## src/rtl/ptc_pkg.sv

```systemverilog
package ptc_pkg;
  localparam int SEL_W   = 3;
  localparam int PRIV_W  = 2;
  localparam int CAUSE_W = 5;
  localparam int OUT_W   = 4;

  localparam logic [CAUSE_W-1:0] CAUSE_ILLEGAL = 5'd2;
  localparam logic [CAUSE_W-1:0] CAUSE_VIRT    = 5'd22;

  localparam logic [PRIV_W-1:0] PRIV_USER  = 2'b00;
  localparam logic [PRIV_W-1:0] PRIV_SUPER = 2'b01;
  localparam logic [PRIV_W-1:0] PRIV_MACH  = 2'b11;

  typedef enum logic [SEL_W-1:0] {
    SEL_WAIT   = 3'd0,
    SEL_SFENCE = 3'd1,
    SEL_HVFENC = 3'd2,
    SEL_HGFENC = 3'd3
  } instSel_e;

  // Field order gives bit0 = illegal ... bit3 = flush when packed.
  typedef struct packed {
    logic flush;
    logic halt;
    logic virtFault;
    logic illegal;
  } ptcStrobes_t;
endpackage

```

## src/rtl/ptc_decide.sv

```systemverilog
module ptc_decide
  import ptc_pkg::*;
(
  input  logic              clk,
  input  logic              rstN,
  input  logic              instValid,
  input  logic [SEL_W-1:0]  instSel,
  input  logic [PRIV_W-1:0] curPriv,
  input  logic              virtOn,
  input  logic              hasSuper,
  input  logic              mTimeoutWait,
  input  logic              mTrapVm,
  input  logic              hTimeoutWait,
  input  logic              hTrapVm,
  output ptcStrobes_t       strobes
);
  logic inUser, inSuper, inMach, privBad;
  assign inUser  = (curPriv == PRIV_USER);
  assign inSuper = (curPriv == PRIV_SUPER);
  assign inMach  = (curPriv == PRIV_MACH);
  assign privBad = !(inUser || inSuper || inMach);

  // Per-instruction verdicts: illegal first, then virtual, else success.
  logic waitIll, waitVirt;
  logic sfIll, sfVirt;
  logic hvIll, hvVirt;
  logic hgIll, hgVirt;

  always_comb begin
    waitIll  = ((inSuper || (!hasSuper && inUser)) && mTimeoutWait) ||
               (hasSuper && inUser && !virtOn);
    waitVirt = virtOn && (inUser || (inSuper && hTimeoutWait));

    sfIll  = inUser || (inSuper && mTrapVm);
    sfVirt = virtOn && hTrapVm;

    hvVirt = inSuper && virtOn;
    hvIll  = !hvVirt && !(inMach || (inSuper && !virtOn));

    hgIll  = (inSuper && !virtOn && mTrapVm) || hvIll;
    hgVirt = hvVirt;
  end

  always_comb begin
    strobes = '0;
    if (instValid) begin
      if (privBad) begin
        strobes.illegal = 1'b1;
      end else begin
        unique case (instSel)
          SEL_WAIT: begin
            if (waitIll)       strobes.illegal   = 1'b1;
            else if (waitVirt) strobes.virtFault = 1'b1;
            else               strobes.halt      = 1'b1;
          end
          SEL_SFENCE: begin
            if (sfIll)         strobes.illegal   = 1'b1;
            else if (sfVirt)   strobes.virtFault = 1'b1;
            else               strobes.flush     = 1'b1;
          end
          SEL_HVFENC: begin
            if (hvVirt)        strobes.virtFault = 1'b1;
            else if (hvIll)    strobes.illegal   = 1'b1;
            else               strobes.flush     = 1'b1;
          end
          SEL_HGFENC: begin
            if (hgIll && !(inSuper && virtOn)) strobes.illegal = 1'b1;
            else if (hgVirt)   strobes.virtFault = 1'b1;
            else               strobes.flush     = 1'b1;
          end
          default:             strobes.illegal   = 1'b1;
        endcase
      end
    end
  end

  // user-mode supervisor fence is always illegal
  a_r6_user_fence_illegal: assert property (@(posedge clk) disable iff (!rstN)
    (instValid && instSel == 3'd1 && curPriv == 2'b00) |-> strobes.illegal);

  // virtualized supervisor hypervisor fence is a virtual fault
  a_r7_vs_hfence_virt: assert property (@(posedge clk) disable iff (!rstN)
    (instValid && instSel == 3'd2 && curPriv == 2'b01 && virtOn) |-> strobes.virtFault);

  // unknown select or reserved privilege is illegal
  a_r9_unknown_illegal: assert property (@(posedge clk) disable iff (!rstN)
    (instValid && (instSel > 3'd3 || curPriv == 2'b10)) |-> strobes.illegal);
endmodule

```

## src/rtl/ptc_outreg.sv

```systemverilog
module ptc_outreg
  import ptc_pkg::*;
(
  input  logic               clk,
  input  logic               rstN,
  input  logic               instValid,
  input  ptcStrobes_t        strobes,
  output logic [OUT_W-1:0]   outcome,
  output logic [CAUSE_W-1:0] causeCode
);
  logic [CAUSE_W-1:0] causeNext;

  always_comb begin
    causeNext = '0;
    if (strobes.illegal)        causeNext = CAUSE_ILLEGAL;
    else if (strobes.virtFault) causeNext = CAUSE_VIRT;
  end

  always_ff @(posedge clk or negedge rstN) begin
    if (!rstN) begin
      outcome   <= '0;
      causeCode <= '0;
    end else begin
      outcome   <= strobes;
      causeCode <= causeNext;
    end
  end

  a_r2_onehot: assert property (@(posedge clk) disable iff (!rstN)
    $onehot0(outcome));

  a_r2_idle_quiet: assert property (@(posedge clk) disable iff (!rstN)
    !instValid |=> (outcome == '0));

  a_r2_strobe_answers: assert property (@(posedge clk) disable iff (!rstN)
    instValid |=> ($countones(outcome) == 1));

  a_r3_cause_illegal: assert property (@(posedge clk) disable iff (!rstN)
    outcome[0] |-> (causeCode == 5'd2));

  a_r3_cause_virt: assert property (@(posedge clk) disable iff (!rstN)
    outcome[1] |-> (causeCode == 5'd22));

  a_r3_cause_none: assert property (@(posedge clk) disable iff (!rstN)
    !(outcome[0] || outcome[1]) |-> (causeCode == 5'd0));
endmodule

```

## src/rtl/priv_trap_check.sv

```systemverilog
module priv_trap_check
  import ptc_pkg::*;
(
  input  logic         clk,
  input  logic         rstN,
  input  logic         instValid,
  input  logic [2:0]   instSel,
  input  logic [1:0]   curPriv,
  input  logic         virtOn,
  input  logic         hasSuper,
  input  logic         mTimeoutWait,
  input  logic         mTrapVm,
  input  logic         hTimeoutWait,
  input  logic         hTrapVm,
  output logic [3:0]   outcome,
  output logic [4:0]   causeCode
);
  ptcStrobes_t strobes;

  ptc_decide decide_i (
    .clk(clk), .rstN(rstN), .instValid(instValid), .instSel(instSel),
    .curPriv(curPriv), .virtOn(virtOn), .hasSuper(hasSuper),
    .mTimeoutWait(mTimeoutWait), .mTrapVm(mTrapVm),
    .hTimeoutWait(hTimeoutWait), .hTrapVm(hTrapVm), .strobes(strobes)
  );

  ptc_outreg outreg_i (
    .clk(clk), .rstN(rstN), .instValid(instValid), .strobes(strobes),
    .outcome(outcome), .causeCode(causeCode)
  );
endmodule

```

## config.mk

```make
export PLATFORM = sky130hd
export DESIGN_NAME = priv_trap_check
export DESIGN_NICKNAME = d
export VERILOG_FILES = /design/src/rtl/ptc_pkg.sv /design/src/rtl/ptc_decide.sv /design/src/rtl/ptc_outreg.sv /design/src/rtl/priv_trap_check.sv
export SDC_FILE = /design/constraint.sdc
export NUM_CORES = 1
export LEC_CHECK = 0
export CAP_MARGIN = 10
export CORE_AREA = 5 5 42 44
export DETAILED_ROUTE_END_ITERATION = 8
export DIE_AREA = 0 0 47 49
export DONT_BUFFER_PORTS = 1
export PLACE_DENSITY = 0.5
export SETUP_SLACK_MARGIN = 0.2
export SYNTH_ARGS = -nofsm -noshare
export SYNTH_HDL_FRONTEND = slang
export SYNTH_SLANG_ARGS = --single-unit
```

## constraint.sdc

```tcl
create_clock -name clk -period 0.8 [get_ports clk]
set_input_delay 0.16 -clock clk [delete_from_list [all_inputs] [get_ports clk]]
set_output_delay 0.16 -clock clk [all_outputs]
set_load 0.05 [all_outputs]
```

==> results of run 1 <==
layer usage:
metal | track usage | up-vias
met1 | 0.119 | 201
met5 | 0 | -
li1 | - | 209
met3 | 0.0443 | 0
met2 | 0.154 | 14
met4 | 0.0553 | 0
flip-flops by register name, summed over array words and instances (netlist names):
register            count
outreg_i.causeCode      2
outreg_i.outcome        4
critical path, stage by stage:
cell,delay (ns)
sky130_fd_sc_hd__nor2b_4,0.11
sky130_fd_sc_hd__mux2_4,0.30
sky130_fd_sc_hd__and2_4,0.14
sky130_fd_sc_hd__o31a_1,0.27
sky130_fd_sc_hd__or2_1,0.21
final cells by class:
cell class | count | area (sq um)
fill | 151 | 742
multi-input combinational | 38 | 300
sequential | 6 | 156
timing repair buffer | 12 | 134
clock buffer | 4 | 26.3
inverter | 6 | 22.5
tap | 16 | 20.0
where the power goes:
| part | internal (uW) | leakage [uW] | switching, uW |
|---|---|---|---|
| clock | 189 | 0.0000150 | 111 |
| combinational | 106 | 0.000200 | 98.4 |
| sequential | 316 | 0.0000724 | 29.2 |
| total | 611 | 0.000288 | 239 |
final timing paths:
| kind | startpoint | to | slack [ns] |
|---|---|---|---|
| min in group asynchronous | rstN | outreg_i.outcome[1]$_DFF_PN0_ | 0.22 |
| min | instSel[0] | outreg_i.outcome[2]$_DFF_PN0_ | -0.004 |
| max | hasSuper | outreg_i.causeCode[1]$_DFF_PN0_ | -0.28 |
| max in group asynchronous | rstN | outreg_i.outcome[2]$_DFF_PN0_ | 0.34 |
stage by stage:
step / cell area (sq um) / setup WS [ns] / instances
after floorplan: 468 / -0.579 / 55
after global placement: 541 / -0.512 / 75
after detailed placement: 541 / -0.528 / 75
after CTS: 597 / -0.273 / 81
after global routing: 659 / -0.310 / 82
final: 659 / -0.280 / 82
cells in the final DEF (no fill, tap or decap), drive strengths merged:
| master | n |
|---|---|
| nor2b | 2 |
| nor3b | 1 |
| inv | 6 |
| and2 | 1 |
| nand2 | 2 |
| clkbuf | 4 |
| dfrtp | 6 |
| o221ai | 1 |
| nand3b | 1 |
| nand3 | 1 |
| mux2 | 1 |
| o21ai | 5 |
| a31oi | 1 |
| or2 | 1 |
| conb | 2 |
| a311o | 1 |
| nor4 | 2 |
| a21oi | 5 |
| and3 | 2 |
| buf | 11 |
| dlygate4sd3 | 1 |
| o22ai | 1 |
| nand2b | 3 |
| nor3 | 1 |
| a211oi | 1 |
| o31a | 1 |
| nor2 | 2 |
Yosys cell counts (2+ instances only):
| library cell | instances | area [sq um] |
|---|---|---|
| sky130_fd_sc_hd__nor2_1 | 2 | 7.51 |
| sky130_fd_sc_hd__inv_1 | 5 | 18.8 |
| sky130_fd_sc_hd__and3_1 | 2 | 12.5 |
| sky130_fd_sc_hd__nor4_1 | 2 | 12.5 |
| sky130_fd_sc_hd__dfrtp_1 | 6 | 150 |
| sky130_fd_sc_hd__a21oi_1 | 5 | 25.0 |
| sky130_fd_sc_hd__nand2_1 | 2 | 7.51 |
| sky130_fd_sc_hd__o21ai_0 | 2 | 10.0 |
| sky130_fd_sc_hd__nand2b_1 | 3 | 18.8 |
| sky130_fd_sc_hd__o21ai_1 | 3 | 15.0 |
| sky130_fd_sc_hd__buf_4 | 4 | 30.0 |
timing repair:
action	4_1_cts	5_1_grt
gates cloned	0	0
endpoints found under the setup margin	13	13
resized for setup	3	10
pin swaps	2	4
endpoints found under the hold margin	7	1
setup buffers	1	1
kinds of logic (layout without fill, tap and decap cells):
kind of cell / after synthesis / in the layout / synth area share
AND/OR/NAND/NOR: 19 / 19 / 0.254
AO/OA/AOI/OAI: 16 / 16 / 0.223
buffers and inverters: 11 / 22 / 0.146
flip-flops: 6 / 6 / 0.343
other: 1 / 2 / 0.00856
multiplexers: 1 / 1 / 0.0257
==> summary by stage, run 1 <==
Run status
The flow ran to the end, but the final reports show violations. The final reports fail on hold timing, setup timing.

Layout
The utilization after layout is 0.471. The count of nets after finishing is between 80 and 90. The share of post-route cells with drive strength above 1 is 0.455. The area added between synthesis and finish is 50.6%.

The repair_antennas step left the layout with diodes totalling 0.

Drt
The ratio of routed vias to standard cells is ~5.2. The count of antenna-violating nets left after detailed routing is 0. After the first detailed-routing iteration, the DRC count stood at 2. The number of design rule violations left after detail routing is 0. The number of detailed-routing iterations run before antenna repair is 4. The final wirelength is about 1200 um.

The routed layout has ~420 vias. The met2 wirelength from detailed routing is between 600 and 700 um. The routed length on met1 is slightly above 400 um.

The length of routed met3 wiring is about 130 um. In the final routed layout, each cell accounts on average for roughly 14 um. Signal routing reaches up to met3.

Setup path
Along the worst path, the maximum fanout reaches 2. By startpoint and endpoint, the worst setup path is classified as in2reg. STA classifies the critical path startpoint as an input pin.

The required time at the endpoint of the critical path is between 0.9 and 1 ns. The worst setup path is captured at a flip-flop. The arrival time reported for the critical path endpoint is between 1 and 1.5 ns.

Synthesis
The number of cells produced by synthesis is 54. The warning count from the yosys run is 0. In this run the mean area of a mapped cell was between 8 and 9 sq um. In the synthesized netlist the async set-or-reset flop fraction comes to 1.00. After synthesis the cells add up to around 440 sq um. The number of enable-type register cells in the synthesized netlist is 0. For this run, the register share of the synthesized area comes to 0.343. For this run, the leading register cell type out of synthesis is sky130_fd_sc_hd__dfrtp_1. The synthesized netlist contains 29 unique library cells. The number of register bits inferred by synthesis is 6.

Timing
The tightest hold path in the finished design has a slack of -0.00421 ns. The routed design could run at a clock period as short as approximately 1.1 ns. Setup repair after global routing could not meet its margin everywhere. The part of the cycle the worst path needs is 1.35. The count of final max-slew check failures is 0.

The achievable frequency is around 900 MHz. The total count of hold-check failures in the final report is 1. The number of failing setup endpoints in the final timing report is 11.

In the post-route analysis, the smallest setup slack over all paths is -0.280 ns. The accumulated negative setup slack is -1.62 ns.

Power and ir drop
VDD sags by at most approximately 0.00053 V. The cell area power density is between 1000 and 1500 nW/um^2. For this design the static power due to leakage is ~0.00029 uW. The overall power of the completed layout is about 850 uW.

Die
The initial core utilization is 0.313. The top-level I/O count is 23. The cell row count is 14. The width of the die is around 47 um. In this run the vertical extent of the chip is between 40 and 50 um. The die outline area is between 2000 and 2500 sq um. The area of the core is about 1400 sq um.

GRT
For this run the aggregate overflow at the end of global routing stands at 0. The number of antenna violations at the first check in global routing is 0. The aggregate global-route resource usage is 0.103. The first global-routing pass estimated between 1500 and 2000 um of wire.

The largest net degree at the start of global routing is 10. The via count of the first global-routing pass came to around 430.

Min path
The worst hold-check path type is in2reg. The cell depth of the worst min-delay path is 1.

Placement
Buffers placed on the I/O ports in this run total 0. The HPWL after detailed placement is 853 um. Routability-driven placement finished with a final weighted congestion of ~0.71.

Clock network
In this run the deepest clock path goes through 2 buffers. The tree built by TritonCTS fans out to 6 sinks. The count of H-tree levels built during CTS is 1. The cts-stage hold buffer count is 1. The CTS tree is done. Clock tree synthesis selected as its root buffer the cell sky130_fd_sc_hd__clkbuf_4. The TritonCTS buffer count is 3.

The clock edge transition at the registers on the reported setup and hold paths is roughly 0.040 ns.

Run
The max-capacitance violation count is 0.
No activity file was read; power rests on OpenSTA's default activity.
==> run 2, diff against run 1 <==
--- a/config.mk
+++ b/config.mk
@@ -12,6 +12,7 @@
 export DONT_BUFFER_PORTS = 1
 export PLACE_DENSITY = 0.5
 export SETUP_SLACK_MARGIN = 0.2
+export SKIP_CTS_REPAIR_TIMING = 1
 export SYNTH_ARGS = -nofsm -noshare
 export SYNTH_HDL_FRONTEND = slang
 export SYNTH_SLANG_ARGS = --single-unit
==> summary by stage, run 2 (same netlist as run 1, synthesis figures left out) <==
Setup path
The peak per-stage delay on the critical path came to 0.30 ns (about the same). The largest individual stage delay along the critical path comes from the cell sky130_fd_sc_hd__mux2_4. STA classifies the critical path startpoint as an input pin. The family with the most delay on the worst path is simple AND/OR/NAND/NOR gates. The type of the setup path with the least slack is in2reg. The critical path goes through nor2b_4 > mux2_4 > and2_4 > o31a_1 > or2_1. The worst setup path is captured at a flip-flop. The number of buffers and inverters on the critical path was 0 (unchanged).

The largest fanout on the critical path was 2 (unchanged). The required time at the endpoint of the critical path is 0.92 ns (about the same). The arrival time reported for the critical path endpoint is 1.20 ns (about the same).

Die
The area of the core is 1400 sq um (unchanged). The die outline area came to 2300 sq um (unchanged). The die extent in y is 49 um (unchanged). The cell row count is 14 (unchanged). The initial core utilization is 0.313 (unchanged). The width of the die was 47 um (unchanged). The top-level I/O count is 23 (unchanged).

Timing
The worst path setup slack after routing was -0.280 ns (-0.000311 ns). The minimum hold slack is -0.00397 ns (+0.000238 ns). The accumulated negative setup slack was -1.62 ns (+0.000990 ns). Setup repair after global routing could not meet its margin everywhere. The number of failing setup endpoints in the final timing report came to 11 (unchanged). The time the final worst path needs with I/O delays and setup is 1.08 ns (+0.000311 ns). The achievable frequency is 926 MHz (about the same). The count of final max-slew check failures was 0 (unchanged). The part of the cycle the worst path needs is 1.35 (about the same). The total count of hold-check failures in the final report is 1 (unchanged).

Run status
The checks that failed: hold timing, setup timing. The run finished, with violations left.

Run
The max-capacitance violation count was 0 (unchanged).

Drt
The ratio of routed vias to standard cells is 5.07 (-1.9%). The DRC violation total after the first TritonRoute iteration is 1 (-1). The final wirelength came to 1160 um (-1.3%). The count of antenna-violating nets left after detailed routing was 0 (unchanged). The via count is 416 (-1.9%). The number of design rule violations left after detail routing is 0 (unchanged). The routed length per placed instance came to 14.2 um (-1.3%).

The number of detailed-routing iterations run before antenna repair is 4 (unchanged).

Layout
The count of nets after finishing is 81 (unchanged). The flip-flop count of the largest register after layout is 4 (unchanged). The number of antenna cells inserted is 0 (unchanged). In the layout the commonest cells are sky130_fd_sc_hd__buf_4 (8), sky130_fd_sc_hd__inv_1 (5), sky130_fd_sc_hd__dfrtp_2 (5). From synthesis to final layout, the design area changed by 47.7%. The share of post-route cells with drive strength above 1 is 0.455 (unchanged). The largest registers in the layout are outreg_i.outcome: 4 flops, outreg_i.causeCode: 2 flops. The leading cell type in the layout, fill and taps excluded is sky130_fd_sc_hd__buf_4. The filler cell count was 150 (-0.66%). Ranked by flip-flop count, first place goes to outreg_i.outcome. The non-filler instance count after layout is 82 (unchanged).

Clock network
The clock edge transition at the registers on the reported setup and hold paths is 0.04 ns (about the same). The CTS tree is done. The number of buffers on the longest clock path came to 2 (unchanged). The count of H-tree levels built during CTS is 1 (unchanged).

The TritonCTS buffer count came to 3 (unchanged). The CTS sink count is 6 (unchanged). The cell sitting at the root of the clock tree is a sky130_fd_sc_hd__clkbuf_4.

Power and ir drop
The leakage power of the design is 0.000284 uW (-1.1%). The maximum ir drop on the vdd rail is 0.000522 V (-0.99%). The cell area power density is 1310 nW/um^2 (+1.5%).

GRT
The sum of overflow across all layers after global routing is 0 (unchanged). The via count of the first global-routing pass is 405 (-4.9%). The number of antenna violations at the first check in global routing is 0 (unchanged). The aggregate global-route resource usage was 0.0977 (-0.00496). The largest net degree at the start of global routing was 10 (unchanged). The first-pass GRT wire length is 1640 um (-5.5%).

Placement
The HPWL after detailed placement is 853 um (unchanged). The number of cells in the design after placement is 75 (unchanged). The number of buffers added on ports is 0 (unchanged). The pre-CTS setup slack came to -0.528 ns (unchanged).

The final RePlAce weighted congestion came to 0.709 (unchanged).

Min path
In this run the worst hold path is classified as in2reg.
==> run 2: power breakdown <==
part | total (uW) | internal, uW | switching, uW
clock | 300 | 189 | 111
combinational | 201 | 103 | 97.4
sequential | 345 | 316 | 29.2
total | 846 | 608 | 237
==> run 2: through the flow <==
stage                      util  cell area [sq um]  total power, uW  hold WS, ns
after floorplan               -                468              486       -0.136
after global placement    0.386                541              514       -0.135
after detailed placement  0.386                541              515       -0.135
after CTS                 0.404                567              824       -0.405
after global routing      0.462                647              896      -0.0202
final                     0.462                647              846     -0.00397
==> run 2: routing by layer <==
| layer | global-route usage | routed length (um) |
|---|---|---|
| met4 | 0.0553 | 0 |
| met5 | 0 | 0 |
| met3 | 0.0443 | 128 |
| met2 | 0.143 | 620 |
| met1 | 0.114 | 414 |
==> run 2: path summary, 6_finish.rpt <==
kind | end | cells past startpoint | startpoint
min in group asynchronous | outreg_i.outcome[1]$_DFF_PN0_ | 1 | rstN
worst max-delay path | outreg_i.causeCode[1]$_DFF_PN0_ | 5 | hasSuper
max in group asynchronous | outreg_i.outcome[2]$_DFF_PN0_ | 1 | rstN
worst min-delay path | outreg_i.outcome[2]$_DFF_PN0_ | 1 | instSel[0]
==> run 2: cell type report <==
type / instances / area, sq um / share of cell area
multi-input cells: 38 / 292 / 0.451
inverters: 6 / 22.5 / 0.0348
well taps: 16 / 20.0 / 0.0309
flip-flops and latches: 6 / 156 / 0.242
clock buffers: 4 / 26.3 / 0.0406
repair buffers: 12 / 130 / 0.201
==> run 3, diff against run 2 <==
--- a/config.mk
+++ b/config.mk
@@ -10,7 +10,7 @@
 export DETAILED_ROUTE_END_ITERATION = 8
 export DIE_AREA = 0 0 47 49
 export DONT_BUFFER_PORTS = 1
-export PLACE_DENSITY = 0.5
+export PLACE_DENSITY = 0.53
 export SETUP_SLACK_MARGIN = 0.2
 export SKIP_CTS_REPAIR_TIMING = 1
 export SYNTH_ARGS = -nofsm -noshare
==> summary by stage, run 3 (same netlist as run 1, synthesis figures left out) <==
Run status
The run finished, with violations left. The checks that failed: hold timing, setup timing.

Timing
The count of final max-slew check failures is 0 (unchanged). The time the final worst path needs with I/O delays and setup is 1.08 ns (+0.00150 ns). The achievable frequency is 925 MHz (-0.14%). The total count of hold-check failures in the final report was 1 (unchanged). The part of the cycle the worst path needs is 1.35 (+0.00188). The number of failing setup endpoints in the final timing report came to 11 (unchanged). The worst path setup slack after routing was -0.282 ns (-0.00150 ns). The minimum hold slack is -0.0261 ns (-0.0222 ns).

The accumulated negative setup slack is -1.50 ns (+0.123 ns). Setup repair after global routing could not meet its margin everywhere.

Min path
The worst hold path begins at instSel[0]. The worst hold endpoint is outreg_i.outcome[2]$_DFF_PN0_. The cell depth of the worst min-delay path is 1 (unchanged). The worst hold-check path type is in2reg.

Drt
The number of design rule violations left after detail routing is 0 (unchanged). The via count is 411 (-1.2%). The routed length per placed instance is 12.4 um (-12%). The DRC violation total after the first TritonRoute iteration is 9 (+8). The final wirelength is 1010 um (-13%).

The number of detailed-routing iterations run before antenna repair came to 4 (unchanged). The count of antenna-violating nets left after detailed routing came to 0 (unchanged). The ratio of routed vias to standard cells is 5.07 (about the same).

GRT
The sum of overflow across all layers after global routing came to 0 (unchanged). The routing usage on met1 came to 0.109 (-0.00521). The met3 track demand over resource is 0.0332 (-0.0111).

The number of antenna violations at the first check in global routing is 0 (unchanged). The highest-utilization routing layer at the global route stage is met2. The first-pass GRT wire length is 1640 um (+0.43%). The via count of the first global-routing pass is 410 (+1.2%). The largest net degree at the start of global routing is 10 (unchanged). The global routing met2 resource utilization is 0.143 (unchanged). The aggregate global-route resource usage is 0.0982 (+0.000500).

Setup path
The family with the most delay on the worst path is simple AND/OR/NAND/NOR gates. In this run the worst setup path begins at hasSuper. The peak per-stage delay on the critical path is 0.30 ns (about the same). The number of buffers and inverters on the critical path came to 0 (unchanged). The signal on the critical path passes through nor2b_4 > mux2_4 > and2_4 > o31a_1 > or2_1. The nature of the critical path endpoint is a flip-flop. The largest fanout on the critical path came to 2 (unchanged). The arrival time reported for the critical path endpoint is 1.20 ns (about the same). For this design, the slowest cell found on the critical path is sky130_fd_sc_hd__mux2_4. The worst setup path is launched from an input pin. The required time at the endpoint of the critical path was 0.92 ns (about the same). The critical path is of the in2reg type.

Layout
The library cell used most frequently in the layout, excluding fill and tap cells, is sky130_fd_sc_hd__buf_4. The count of nets after finishing is 80 (-1.2%). The number of antenna cells inserted is 0 (unchanged). The largest registers in the layout are outreg_i.outcome: 4 flops, outreg_i.causeCode: 2 flops. The non-filler instance count after layout came to 81 (-1.2%). The top cell types in the final layout, fill and taps aside, are sky130_fd_sc_hd__buf_4 (7), sky130_fd_sc_hd__inv_1 (5), sky130_fd_sc_hd__dfrtp_2 (5). The flip-flop count of the largest register after layout was 4 (unchanged). The filler cell count is 149 (-0.67%). The share of post-route cells with drive strength above 1 is 0.446 (-0.00839).

Compared with the post-synthesis result, the final layout area differs by 43.7%. The register with the highest flop count is outreg_i.outcome.

Clock network
TritonCTS built the clock tree. The count of H-tree levels built during CTS is 1 (unchanged). The CTS sink count was 6 (unchanged). The number of buffers on the longest clock path came to 2 (unchanged). The master cell of the clock root buffer is sky130_fd_sc_hd__clkbuf_4. The clock edge transition at the registers on the reported setup and hold paths came to 0.05 ns (about the same).

The TritonCTS buffer count is 3 (unchanged).

Die
The top-level I/O count is 23 (unchanged). The die extent in y is 49 um (unchanged). The cell row count is 14 (unchanged). The initial core utilization is 0.313 (unchanged). The area of the core is 1400 sq um (unchanged). The width of the die is 47 um (unchanged). The die outline area came to 2300 sq um (unchanged).

Placement
The final RePlAce weighted congestion is 0.777 (+9.6%). The HPWL after detailed placement is 827 um (-3.1%). The number of buffers added on ports is 0 (unchanged). The number of cells in the design after placement is 76 (+1.3%).

Run
The max-capacitance violation count is 0 (unchanged).

Power and ir drop
The maximum ir drop on the vdd rail is 0.000332 V (-36%). The overall power of the completed layout is 831 uW (-1.7%). The leakage power of the design is 0.000279 uW (-1.9%). The cell area power density came to 1320 nW/um^2 (+1.1%).
## run 3: cell types whose count changed in the layout (fill, tap and decap cells not counted), sizes merged
cell,previous run,this run
buf,11,10
## run 3: layer usage
metal	routed length (um)	part of all wire
met3	106	0.11
met1	344	0.34
met2	556	0.55
met5	0	0
met4	0	0
## run 3: final cells by class
cell class | count | area (sq um) | area share
clock buffers | 4 | 26.3 | 0.0417
inverters | 6 | 22.5 | 0.0358
multi-input cells | 38 | 282 | 0.447
flip-flops and latches | 6 | 156 | 0.249
well taps | 16 | 20.0 | 0.0318
repair buffers | 11 | 123 | 0.195
## run 3: how the worst max path moves through the flow
stage	endpoint	slack [ns]	depth (start not counted)
2_1_floorplan	outreg_i.causeCode[1]$_DFF_PN0_	-0.58	6
3_3_place_gp	outreg_i.causeCode[1]$_DFF_PN0_	-0.51	5
3_5_place_dp	outreg_i.causeCode[1]$_DFF_PN0_	-0.53	5
4_1_cts	outreg_i.causeCode[1]$_DFF_PN0_	-0.28	5
5_1_grt	outreg_i.causeCode[1]$_DFF_PN0_	-0.29	5
6_report	outreg_i.causeCode[1]$_DFF_PN0_	-0.28	5
## run 3: through the flow
stage	util	setup WS [ns]	hold WS (ns)	cell area [sq um]
after detailed placement	0.391	-0.526	-0.135	548
after CTS	0.410	-0.275	-0.404	574
after global routing	0.449	-0.287	-0.0502	629
final	0.449	-0.282	-0.0261	629
after floorplan	-	-0.579	-0.136	468
after global placement	0.391	-0.506	-0.135	548
## run 3: power breakdown
part / switching [uW] / total (uW) / internal (uW)
combinational: 95.2 / 195 / 100
sequential: 28.3 / 345 / 316
clock: 103 / 291 / 188
